===== config.mk =====
export PLATFORM = sky130hd
export DESIGN_NAME = stallgo_link
export DESIGN_NICKNAME = d
export VERILOG_FILES = /design/src/rtl/stallgo_pkg.sv /design/src/rtl/stallgo_fifo2.sv /design/src/rtl/stallgo_stall_gen.sv /design/src/rtl/stallgo_stage.sv /design/src/rtl/stallgo_link.sv
export SDC_FILE = /design/constraint.sdc
export NUM_CORES = 1
export LEC_CHECK = 0
export BUFFER_PORTS_ARGS = -buffer_cell sky130_fd_sc_hd__clkbuf_2
export CELL_PAD_IN_SITES_DETAIL_PLACEMENT = 1
export CELL_PAD_IN_SITES_GLOBAL_PLACEMENT = 1
export CORE_AREA = 5 5 145 147
export CTS_CLUSTER_DIAMETER = 50
export DETAILED_ROUTE_END_ITERATION = 12
export DIE_AREA = 0 0 150 152
export HOLD_SLACK_MARGIN = 0.12
export PLACE_DENSITY_LB_ADDON = 0.1
export SETUP_SLACK_MARGIN = 0.2
export SKIP_CTS_REPAIR_TIMING = 1
export SYNTH_ARGS = -nofsm -noshare
export SYNTH_HDL_FRONTEND = slang
export SYNTH_HIERARCHICAL = 1
export SYNTH_SLANG_ARGS = --single-unit

===== constraint.sdc =====
create_clock -name clk -period 3.6 [get_ports clk]
set_input_delay 0.18 -clock clk [delete_from_list [all_inputs] [get_ports clk]]
set_output_delay 0.18 -clock clk [all_outputs]
set_load 0.02 [all_outputs]

===== src/rtl/stallgo_pkg.sv =====
package stallgo_pkg;

  localparam int SLOTS = 2;
  localparam int OCC_W = $clog2(SLOTS + 1);

  typedef logic [OCC_W-1:0] occ_t;

  localparam occ_t OCC_EMPTY = occ_t'(0);
  localparam occ_t OCC_ONE   = occ_t'(1);
  localparam occ_t OCC_FULL  = occ_t'(SLOTS);

  // occupancy after one cycle of push/pop
  function automatic occ_t occ_next(occ_t occ, logic push, logic pop);
    occ_t r;
    r = occ;
    if (push && !pop) r = occ + occ_t'(1);
    if (pop && !push) r = occ - occ_t'(1);
    return r;
  endfunction

  // registered stall request derived from next occupancy
  function automatic logic stall_rule(occ_t occ_n, logic ds_stall);
    return (occ_n == OCC_FULL) || ((occ_n == OCC_ONE) && ds_stall);
  endfunction

endpackage


===== src/rtl/stallgo_fifo2.sv =====
module stallgo_fifo2
  import stallgo_pkg::*;
#(
  parameter int FLIT_W = 16
) (
  input  logic              clk,
  input  logic              rst_n,
  input  logic              push,
  input  logic [FLIT_W-1:0] push_flit,
  input  logic              pop,
  output logic [FLIT_W-1:0] head_flit,
  output occ_t              occ,
  output occ_t              occ_n
);

  localparam int PTR_W = (SLOTS > 1) ? $clog2(SLOTS) : 1;

  logic [FLIT_W-1:0] slot_q [SLOTS];
  logic [PTR_W-1:0]  wr_ptr_q;
  logic [PTR_W-1:0]  rd_ptr_q;
  occ_t              occ_q;

  for (genvar g = 0; g < SLOTS; g++) begin : g_slot
    always_ff @(posedge clk or negedge rst_n) begin
      if (!rst_n)                                slot_q[g] <= '0;
      else if (push && (wr_ptr_q == PTR_W'(g)))  slot_q[g] <= push_flit;
    end
  end

  always_ff @(posedge clk or negedge rst_n) begin
    if (!rst_n) begin
      wr_ptr_q <= '0;
      rd_ptr_q <= '0;
      occ_q    <= OCC_EMPTY;
    end else begin
      if (push) wr_ptr_q <= wr_ptr_q + PTR_W'(1);
      if (pop)  rd_ptr_q <= rd_ptr_q + PTR_W'(1);
      occ_q <= occ_n;
    end
  end

  assign occ_n     = occ_next(occ_q, push, pop);
  assign occ       = occ_q;
  assign head_flit = slot_q[rd_ptr_q];

endmodule


===== src/rtl/stallgo_stall_gen.sv =====
module stallgo_stall_gen
  import stallgo_pkg::*;
(
  input  logic clk,
  input  logic rst_n,
  input  occ_t occ_n,
  input  logic ds_stall,
  output logic stall_q
);

  always_ff @(posedge clk or negedge rst_n) begin
    if (!rst_n) stall_q <= 1'b0;
    else        stall_q <= stall_rule(occ_n, ds_stall);
  end

endmodule


===== src/rtl/stallgo_stage.sv =====
module stallgo_stage
  import stallgo_pkg::*;
#(
  parameter int FLIT_W = 16
) (
  input  logic              clk,
  input  logic              rst_n,
  input  logic [FLIT_W-1:0] up_flit,
  input  logic              up_req,
  output logic              up_stall,
  output logic [FLIT_W-1:0] dn_flit,
  output logic              dn_req,
  input  logic              ds_stall
);

  occ_t occ;
  occ_t occ_n;
  logic push_ev;
  logic pop_ev;
  logic full_w;
  logic empty_w;

  assign full_w  = (occ == OCC_FULL);
  assign empty_w = (occ == OCC_EMPTY);
  assign push_ev = up_req && !full_w;
  assign pop_ev  = !empty_w && !ds_stall;
  assign dn_req  = pop_ev;

  stallgo_fifo2 #(.FLIT_W(FLIT_W)) fifo_i (
    .clk       (clk),
    .rst_n     (rst_n),
    .push      (push_ev),
    .push_flit (up_flit),
    .pop       (pop_ev),
    .head_flit (dn_flit),
    .occ       (occ),
    .occ_n     (occ_n)
  );

  stallgo_stall_gen stall_i (
    .clk      (clk),
    .rst_n    (rst_n),
    .occ_n    (occ_n),
    .ds_stall (ds_stall),
    .stall_q  (up_stall)
  );

  AST_NO_OVERFLOW: assert property (@(posedge clk) disable iff (!rst_n)
    up_req |-> !full_w);
  AST_OCC_BOUND: assert property (@(posedge clk) disable iff (!rst_n)
    occ <= OCC_FULL);
  AST_STALL_WHEN_FULL: assert property (@(posedge clk) disable iff (!rst_n)
    full_w |-> up_stall);
  AST_STALL_CAUSE: assert property (@(posedge clk) disable iff (!rst_n)
    up_stall |-> (full_w || ((occ == OCC_ONE) && $past(ds_stall))));
  AST_HEAD_HELD: assert property (@(posedge clk) disable iff (!rst_n)
    (!empty_w && ds_stall) |=> $stable(dn_flit));
  AST_SLACK_CAPTURE: assert property (@(posedge clk) disable iff (!rst_n)
    (up_req && (occ == OCC_ONE) && ds_stall) |=> full_w);

endmodule


===== src/rtl/stallgo_link.sv =====
module stallgo_link #(
  parameter int FLIT_W     = 16,
  parameter int NUM_STAGES = 4
) (
  input  logic              clk,
  input  logic              rst_n,
  input  logic [FLIT_W-1:0] snd_flit,
  input  logic              snd_req,
  output logic              snd_stall,
  output logic [FLIT_W-1:0] rcv_flit,
  output logic              rcv_req,
  input  logic              rcv_stall
);

  logic [FLIT_W-1:0] hop_flit  [NUM_STAGES+1];
  logic              hop_req   [NUM_STAGES+1];
  logic              hop_stall [NUM_STAGES+1];

  assign hop_flit[0]          = snd_flit;
  assign hop_req[0]           = snd_req;
  assign snd_stall            = hop_stall[0];
  assign hop_stall[NUM_STAGES] = rcv_stall;
  assign rcv_flit             = hop_flit[NUM_STAGES];
  assign rcv_req              = hop_req[NUM_STAGES];

  for (genvar s = 0; s < NUM_STAGES; s++) begin : g_stage
    stallgo_stage #(.FLIT_W(FLIT_W)) stage_i (
      .clk      (clk),
      .rst_n    (rst_n),
      .up_flit  (hop_flit[s]),
      .up_req   (hop_req[s]),
      .up_stall (hop_stall[s]),
      .dn_flit  (hop_flit[s+1]),
      .dn_req   (hop_req[s+1]),
      .ds_stall (hop_stall[s+1])
    );
  end

  AST_RCV_BLOCKED: assert property (@(posedge clk) disable iff (!rst_n)
    rcv_stall |-> !rcv_req);

endmodule


# Word level (Yosys, flattened, before mapping)
# Cells that the tools add are included.
[op_classes]
shift = 0
magnitude_cmp = 4
reduce_logical = 56
muxes = 20
addsub = 16
multipliers = 0
bitwise = 8
n_eq_ne = 12
div_mod_pow = 0
[op_table]
columns = ["operator", "count"]
rows = [
  ["two-way mux 16 bit", 12],
  ["logical AND 1 bit", 28],
  ["zero test 1 bit", 20],
  ["== test 2 bit (second input constant)", 8],
  ["two-way mux 2 bit", 8],
  ["adder 1 bit (second input constant)", 8],
  ["adder 2 x 1 -> 2 bit (second input constant)", 4],
  ["== test 2 x 1 -> 1 bit (second input constant)", 4],
  ["greater-or-equal comparator 2 bit (second input constant)", 4],
  ["zero test 2 bit", 4],
  ["NOT 1 -> 2 bit", 4],
  ["subtractor 2 x 1 -> 2 bit (second input constant)", 4],
  ["logical OR 1 bit", 4],
  ["NOT 1 bit", 4],
]
[totals]
register_bits = 148
n_memories = 0
romBits = 0
out_inout_bits = 18
latch_bits = 0
in_bits = 20
wordCells = 140
mem_bits_rw = 0

# Logic depth before layout (Yosys ltp)
# Gate-level depths: netlist of the first run.
[depth]
ltp_word = 10
depth_mapped = 9
depth_no_buf = 8

# Cells and area by module
# The synthesis of the first run kept the hierarchy.
[by_module_without_submodules]
columns = ["module", "seq_area_each_um2", "instances", "cells_per_inst", "area_each_um2"]
rows = [
  ["stallgo_fifo2 (g_stage[1].stage_i.fifo_i ...)", 900.9, 3, 100, 1625.3],
  ["stallgo_fifo2 (g_stage[0].stage_i.fifo_i)", 900.9, 1, 100, 1622.8],
  ["stallgo_stall_gen", 25.0, 4, 4, 45.0],
  ["stallgo_stage", 0.0, 4, 4, 18.8],
]

# Worst setup path after synthesis of the first run
# Ideal clock, no wire load.
[synth_timing]
path_type = "register to register"
from = "register g_stage[0].stage_i.fifo_i.occ_q[0]"
to = "register g_stage[1].stage_i/fifo_i/slot_q[16] (netlist name)"
period_less_slack_ns = 1.830
path_stages_with_launch = 9
required_time_ns = 3.475
arrival_time_ns = 1.705
slack_ns = 1.770
path_cell_list = "dfrtp_1 -> nor2_1 -> nor2_1 -> a21boi_1 -> buf_6 -> nor2b_4 -> buf_6 -> buf_12 -> mux2_4"
[synth_rtl]
columns = ["element", "line_no", "source"]
rows = [
  ["start: declaration", "stallgo_fifo2.sv:21", "occ_t occ_q;"],
  ["start signal: assignment", "stallgo_fifo2.sv:38", "occ_q <= occ_n;"],
  ["end signal: indexed assignment", "stallgo_fifo2.sv:26", "else if (push && (wr_ptr_q == PTR_W'(g))) slot_q[g] <= push_flit;"],
  ["end: declaration", "stallgo_fifo2.sv:18", "logic [FLIT_W-1:0] slot_q [SLOTS];"],
]

==> flow_metrics.py, run 1 <==
metrics = {
    "grt": {
        "grtUsageTotal_pct": 11.8,
        "antenna_found_initial": 0,
        "grt_first_pass_wirelength_um": 20900,
        "grt_max_degree": 98,
        "grt_pass1_vias": 4007,
        "grt-ovfl-total": 0,
    },
    "sta": {
        "setup-violations-final": 0,
        "timing.hold.ws_ns": 0.243,
        "fin_setup_tns_ns": 0,
        "finalClockSkew_ns": 0.00881,
        "slew_violations": 0,
        "worst_pin_slew_ns": 0.923,
        "hold_violations": 0,
        "relSlewSlack_pct": 38.5,
        "period_share_pct": 69.6,
        "rsz0062_at_grt": "no",
        "fmax_ghz": 0.399,
        "post-route-min-period_ns": 2.51,
    },
    "clock_network": {
        "htreeDepth": 4,
        "cts_made_buffers": 17,
        "clkLatencyLatePin_ns": 0.41,
        "cts_buffer_depth": 2,
        "numClockSinks": 148,
        "cts_root_buf": "clkbuf_16",
        "cts_tree": "built",
        "path_clk_slew_ns": 0.06,
    },
    "synth": {
        "synth_area_leader_cell": "dfrtp_1",
        "ys_seq_elements": 148,
        "ys_seq_area_share_pct": 54.8,
        "syn-instance-count": 432,
        "yosys.cell_types.count": 21,
        "synth_area_per_cell_um2": 15.6,
        "synth.top_cell.area_share_pct": 54.8,
        "synthTopCellsByArea": "dfrtp_1 (55%), mux2_2 (25%), mux2_4 (8.9%), buf_6 (2.0%), xnor2_1 (1.4%)",
        "yosysWarnings": 6,
        "syn_area_mm2": 0.00675,
        "synth_nets": 452,
    },
    "drt": {
        "vias": 3487,
        "dr.pass1.iters": 4,
        "wl_per_cell_um": 16.4,
        "drc": 0,
        "m1WireLength_um": 5390,
        "dr_wl_met3_um": 223,
        "drt-total-wl_um": 12500,
        "drtAntennaViolNets": 0,
        "via_per_inst": 4.55,
        "initialDrtViolationCount": 92,
        "wl_met2_um": 6750,
        "top_layer": "met4",
    },
    "critical_path": {
        "crit_chain": "nor2_1, nor2_1, a21boi_1, nor2b_4, mux2_2",
        "crit_required_ns": 3.89,
        "critPathMaxStageDelay_ns": 0.67,
        "path_buf_inv": 0,
        "cp-endpoint": "g_stage[3].stage_i/fifo_i/slot_q[27]$_DFFE_PN0P_",
        "crit_fanout": 16,
        "cpLargestDelayFamily": "simple AND/OR/NAND/NOR gates",
        "critPathLaunchType": "flip-flop",
        "startpoint": "g_stage[2].stage_i/fifo_i/occ[0]$_DFF_PN0_",
        "r2r-start": "g_stage[2].stage_i/fifo_i/occ[0]$_DFF_PN0_",
        "crit-reg2reg-capture": "g_stage[3].stage_i/fifo_i/slot_q[27]$_DFFE_PN0P_",
        "critPathArrivalTime_ns": 2.80,
        "path_depth": 5,
        "criticalPathCategory": "flip-flop to flip-flop",
        "crit_top_cell": "nor2_1",
        "worstRegToRegCells": 5,
        "cp-end-kind": "flip-flop",
        "cp_slowest_cell": "nor2b_4",
        "rrSetupSlack_ns": 1.09,
    },
    "floorplanning": {
        "io_pins": 38,
        "die_y_um": 152,
        "initial_core_util_pct": 34.1,
        "rows": 52,
        "core_mm2": 0.0198,
        "die-area_mm2": 0.0228,
        "die_w_um": 150,
    },
    "worst_hold_path": {
        "hp-start": "snd_req",
        "hold_class": "primary input to flip-flop",
    },
    "power": {
        "sequentialPowerShare_pct": 37.1,
        "p_switching_w": 0.00284,
        "internal-power_w": 0.00572,
        "p_clk_share_pct": 18.4,
        "p_leak_nw": 3.40,
        "power_frac_comb_pct": 44.5,
        "power.density_mw_per_mm2": 1110,
        "ir_worst_vdd_uv": 406,
        "netSwitchingFraction_pct": 33.2,
    },
    "placement": {
        "place_hpwl_um": 8250,
        "numPortBuffers": 37,
        "placed_cell_area_mm2": 0.00704,
        "place_congestion": 0.657,
    },
    "finish": {
        "layout.nets": 504,
        "final_common_cell": "mux2_2",
        "syn2layout_area_growth_pct": 14.7,
        "seqCellArea_mm2": 0.00370,
        "fin_area_mm2": 0.00775,
        "final_core_util_pct": 39.2,
        "layout-drive-gt1-share_pct": 54.2,
        "fillers": 2035,
        "multi_input_area_mm2": 0.00277,
        "layout_common_cells": "mux2_2 (152), dfrtp_1 (148), mux2_4 (40)",
        "diodes": 0,
    },
    "outcome": {
        "status": "finished, final reports clean",
    },
    "run": {
        "max-cap-violations": 0,
    },
}
[synth_stat cells]
cell type and instances:
nor3b_1 3, nand3b_1 4, nand2_2 4, a21boi_1 4, xnor2_1 11, dfrtp_1 148, buf_2 8, a21oi_1 3
mux2_4 40, buf_6 12, xor2_1 9, nor2_1 8, buf_12 4, mux2_2 152, nand2_1 1, o22ai_1 1
inv_1 8, nand2b_1 1, nor2b_1 3, o21ai_2 4, nor2b_4 4
[tightest hold or removal path, stage by stage]
cell and delay [ns]:
clkbuf_2 0.07, a21boi_1 0.20, xor2_1 0.15
[state kept, by name, summed over array words and instances (netlist names)]
name                             count
g_stage.stage_i/fifo_i/occ           8
g_stage.stage_i/stall_i/stall_q      4
g_stage.stage_i/fifo_i/rd_ptr_q      4
g_stage.stage_i/fifo_i/wr_ptr_q      4
g_stage.stage_i/fifo_i/slot_q      128
[per-stage QoR]
stage          cells  total power, W  setup WS [ns]
6_report         766         0.00856           1.09
5_1_grt          766         0.00916          0.888
4_1_cts          748         0.00875           1.05
3_5_place_dp     717         0.00712           1.06
3_3_place_gp     717         0.00697           1.11
2_1_floorplan    432         0.00644           1.77
[logic make-up (layout without fill, tap and decap cells)]
kind of cell / count (synthesis) / in the layout / synth area share (%)
muxes: 192 / 192 / 34.2
DFF: 148 / 148 / 54.8
buffers and inverters: 32 / 96 / 4.22
and+or+nand+nor: 28 / 28 / 2.83
xor gates and xnor gates: 20 / 20 / 2.59
AOI/OAI and AO/OA: 12 / 12 / 1.28
[per-layer routing]
layer	vias up	track usage [%]
li1	1615	-
met1	1843	14.0
met2	20	20.4
met3	9	2.86
met4	0	4.97
met5	-	0
[worst min-delay path by stage]
| stage | slack, ns | endpoint | cells past startpoint |
|---|---|---|---|
| after floorplan | -0.12 | g_stage[0].stage_i/fifo_i/occ[0]$_DFF_PN0_ | 0 |
| after global routing | 0.25 | g_stage[0].stage_i/fifo_i/wr_ptr_q$_DFFE_PN0P_ | 3 |
| final | 0.24 | g_stage[0].stage_i/fifo_i/wr_ptr_q$_DFFE_PN0P_ | 3 |
| after global placement | 0.35 | g_stage[1].stage_i/fifo_i/slot_q[20]$_DFFE_PN0P_ | 1 |
| after CTS | -0.08 | g_stage[1].stage_i/fifo_i/slot_q[1]$_DFFE_PN0P_ | 1 |
| after detailed placement | 0.35 | g_stage[1].stage_i/fifo_i/slot_q[1]$_DFFE_PN0P_ | 1 |
[area by class of cell]
cell class / count / share of cell area, %
Clock buffer: 26 / 6.44
Clock inverter: 5 / 0.323
Inverter: 8 / 0.388
Multi-Input combinational cell: 252 / 35.7
Sequential cell: 148 / 47.8
Tap cell: 270 / 4.36
Timing Repair Buffer: 57 / 4.99
[power by group through the flow]
| stage | Clock [W] | Sequential (W) | Combinational, W |
|---|---|---|---|
| after floorplan | 0 | 0.00291 | 0.00352 |
| after global placement | 0 | 0.00317 | 0.00380 |
| after detailed placement | 0 | 0.00322 | 0.00390 |
| after CTS | 0.00164 | 0.00320 | 0.00391 |
| after global routing | 0.00172 | 0.00330 | 0.00415 |
| final | 0.00158 | 0.00318 | 0.00381 |
Power figures use the tool's default switching activity.
==> run 2: changes to the inputs <==
==> constraint.sdc (replaced) <==
create_clock -name clk -period 2.1 [get_ports clk]
set_input_delay 0.105 -clock clk [delete_from_list [all_inputs] [get_ports clk]]
set_output_delay 0.105 -clock clk [all_outputs]
set_load 0.02 [all_outputs]
==> run 2 against run 1 <==
Against the previous run:
- setup slack lost 0.75 ns
- count of clock-buffer cells in the layout stayed put
- die area is the same
- non-clock buffer count is 19 higher
- maximum frequency rose by 42%
- core utilization up 1.2 points
- critical path type unchanged
- largest power group unchanged
==> flow_metrics.py, run 2 (synthesized netlist as in run 1, its figures left out) <==
metrics = {
    "drt": {
        "vias": 3566,
        "drtAntennaViolNets": 0,
        "dr.pass1.iters": 4,
        "via_per_inst": 4.54,
        "wl_per_cell_um": 16.4,
        "initialDrtViolationCount": 89,
        "drc": 0,
        "drt-total-wl_um": 12900,
    },
    "placement": {
        "place_congestion": 0.710,
        "placed_cell_area_mm2": 0.00724,
        "place_hpwl_um": 8570,
        "numPortBuffers": 37,
    },
    "finish": {
        "fin_area_mm2": 0.00798,
        "largest_reg_flops": 128,
        "diodes": 0,
        "final_common_cell": "mux2_2",
        "reg.largest.list": "g_stage.stage_i/fifo_i/slot_q: 128 flops, g_stage.stage_i/fifo_i/occ: 8 flops",
        "syn2layout_area_growth_pct": 18.2,
        "fillers": 2063,
        "multi_input_area_mm2": 0.00277,
        "top_register": "g_stage.stage_i/fifo_i/slot_q",
        "seqCellArea_mm2": 0.00370,
        "layout_common_cells": "mux2_2 (152), dfrtp_1 (147), mux2_4 (40)",
        "final_core_util_pct": 40.4,
        "layout.nets": 523,
        "layout-drive-gt1-share_pct": 55.7,
    },
    "critical_path": {
        "criticalPathCategory": "flip-flop to flip-flop",
        "startpoint": "g_stage[1].stage_i/fifo_i/occ[0]$_DFF_PN0_",
        "critPathLaunchType": "flip-flop",
        "crit_fanout": 16,
        "cp-end-kind": "flip-flop",
        "worstRegToRegCells": 7,
        "critPathArrivalTime_ns": 2.05,
        "crit_required_ns": 2.39,
        "r2r-start": "g_stage[1].stage_i/fifo_i/occ[0]$_DFF_PN0_",
    },
    "power": {
        "p_switching_w": 0.00494,
        "power.density_mw_per_mm2": 1910,
        "sequentialPowerShare_pct": 34.0,
        "internal-power_w": 0.0103,
        "p_leak_nw": 3.52,
        "ir_worst_vdd_uv": 911,
        "netSwitchingFraction_pct": 32.4,
        "p_clk_share_pct": 18.9,
        "power_frac_comb_pct": 47.1,
    },
    "clock_network": {
        "htreeDepth": 4,
        "cts_made_buffers": 17,
        "clkLatencyLatePin_ns": 0.41,
        "numClockSinks": 148,
        "cts_tree": "built",
        "path_clk_slew_ns": 0.06,
        "cts_root_buf": "clkbuf_16",
        "cts_buffer_depth": 2,
    },
    "sta": {
        "period_share_pct": 83.8,
        "slew_violations": 0,
        "finalClockSkew_ns": 0.0103,
        "worst_pin_slew_ns": 0.545,
        "rsz0062_at_grt": "yes",
        "fmax_ghz": 0.568,
        "relSlewSlack_pct": 63.6,
        "post-route-min-period_ns": 1.76,
        "fin_setup_tns_ns": 0,
        "setup-violations-final": 0,
        "hold_violations": 0,
    },
    "floorplanning": {
        "io_pins": 38,
        "die-area_mm2": 0.0228,
        "initial_core_util_pct": 34.1,
        "core_mm2": 0.0198,
        "die_w_um": 150,
        "rows": 52,
        "die_y_um": 152,
    },
    "worst_hold_path": {
        "hp-start": "snd_req",
        "hold_depth": 4,
        "hold_class": "primary input to flip-flop",
    },
    "grt": {
        "grt_pass1_vias": 4083,
        "grtUsageTotal_pct": 12.2,
        "grt_first_pass_wirelength_um": 21500,
        "grt_max_degree": 53,
        "grt-ovfl-total": 0,
        "antenna_found_initial": 0,
    },
    "run": {
        "max-cap-violations": 0,
    },
    "outcome": {
        "status": "finished, final reports clean",
    },
}
[run 2: worst paths after layout]
path	to	slack [ns]
max	g_stage[2].stage_i/fifo_i/slot_q[27]$_DFFE_PN0P_	0.34
min	g_stage[0].stage_i/fifo_i/wr_ptr_q$_DFFE_PN0P_	0.16
max in group asynchronous	g_stage[2].stage_i/fifo_i/slot_q[27]$_DFFE_PN0P_	1.22
min reg2reg	g_stage[0].stage_i/fifo_i/rd_ptr_q$_DFFE_PN0P_	0.47
min in group asynchronous	g_stage[0].stage_i/fifo_i/slot_q[17]$_DFFE_PN0P_	0.22
max reg2reg	g_stage[2].stage_i/fifo_i/slot_q[27]$_DFFE_PN0P_	0.34
[run 2: cell type report]
class | instances | share of cell area [%]
well taps | 270 | 4.23
flip-flops and latches | 148 | 46.4
inverters | 8 | 0.376
repair buffers | 76 | 7.41
clock buffers | 26 | 6.00
multi-input cells | 252 | 34.6
clock inverters | 5 | 0.940
[run 2: critical path, stage by stage, from the launching register on]
cell      delay [ns]
dfrtp_1         0.42
nor2_1          0.06
nor2_1          0.12
a21boi_1        0.17
buf_4           0.16
nor2b_4         0.16
buf_12          0.18
mux2_2          0.35
[run 2: routing by layer]
layer | global-route usage, % | part of all wire (%) | up-vias
met3 | 3.40 | 2.5 | 11
met4 | 4.18 | 1.2 | 0
met5 | 0 | 0 | -
met1 | 14.4 | 42 | 1876
met2 | 21.4 | 54 | 29
li1 | - | - | 1650
[run 2: power by group through the flow]
stage          logic (W)  registers, W  clock network, W
2_1_floorplan    0.00604       0.00499                 0
3_3_place_gp     0.00714       0.00516                 0
3_5_place_dp     0.00732       0.00525                 0
4_1_cts          0.00735       0.00521           0.00301
5_1_grt          0.00786       0.00537           0.00314
6_report         0.00718       0.00518           0.00288
[run 2: metrics by stage]
stage / total power [W] / hold slack, ns / worst slack [ns] / instances
2_1_floorplan: 0.0110 / -0.191 / 0.270 / 432
3_3_place_gp: 0.0123 / 0.104 / 0.365 / 735
3_5_place_dp: 0.0126 / 0.109 / 0.317 / 735
4_1_cts: 0.0156 / -0.343 / 0.302 / 766
5_1_grt: 0.0164 / 0.195 / 0.199 / 785
6_report: 0.0152 / 0.161 / 0.340 / 785
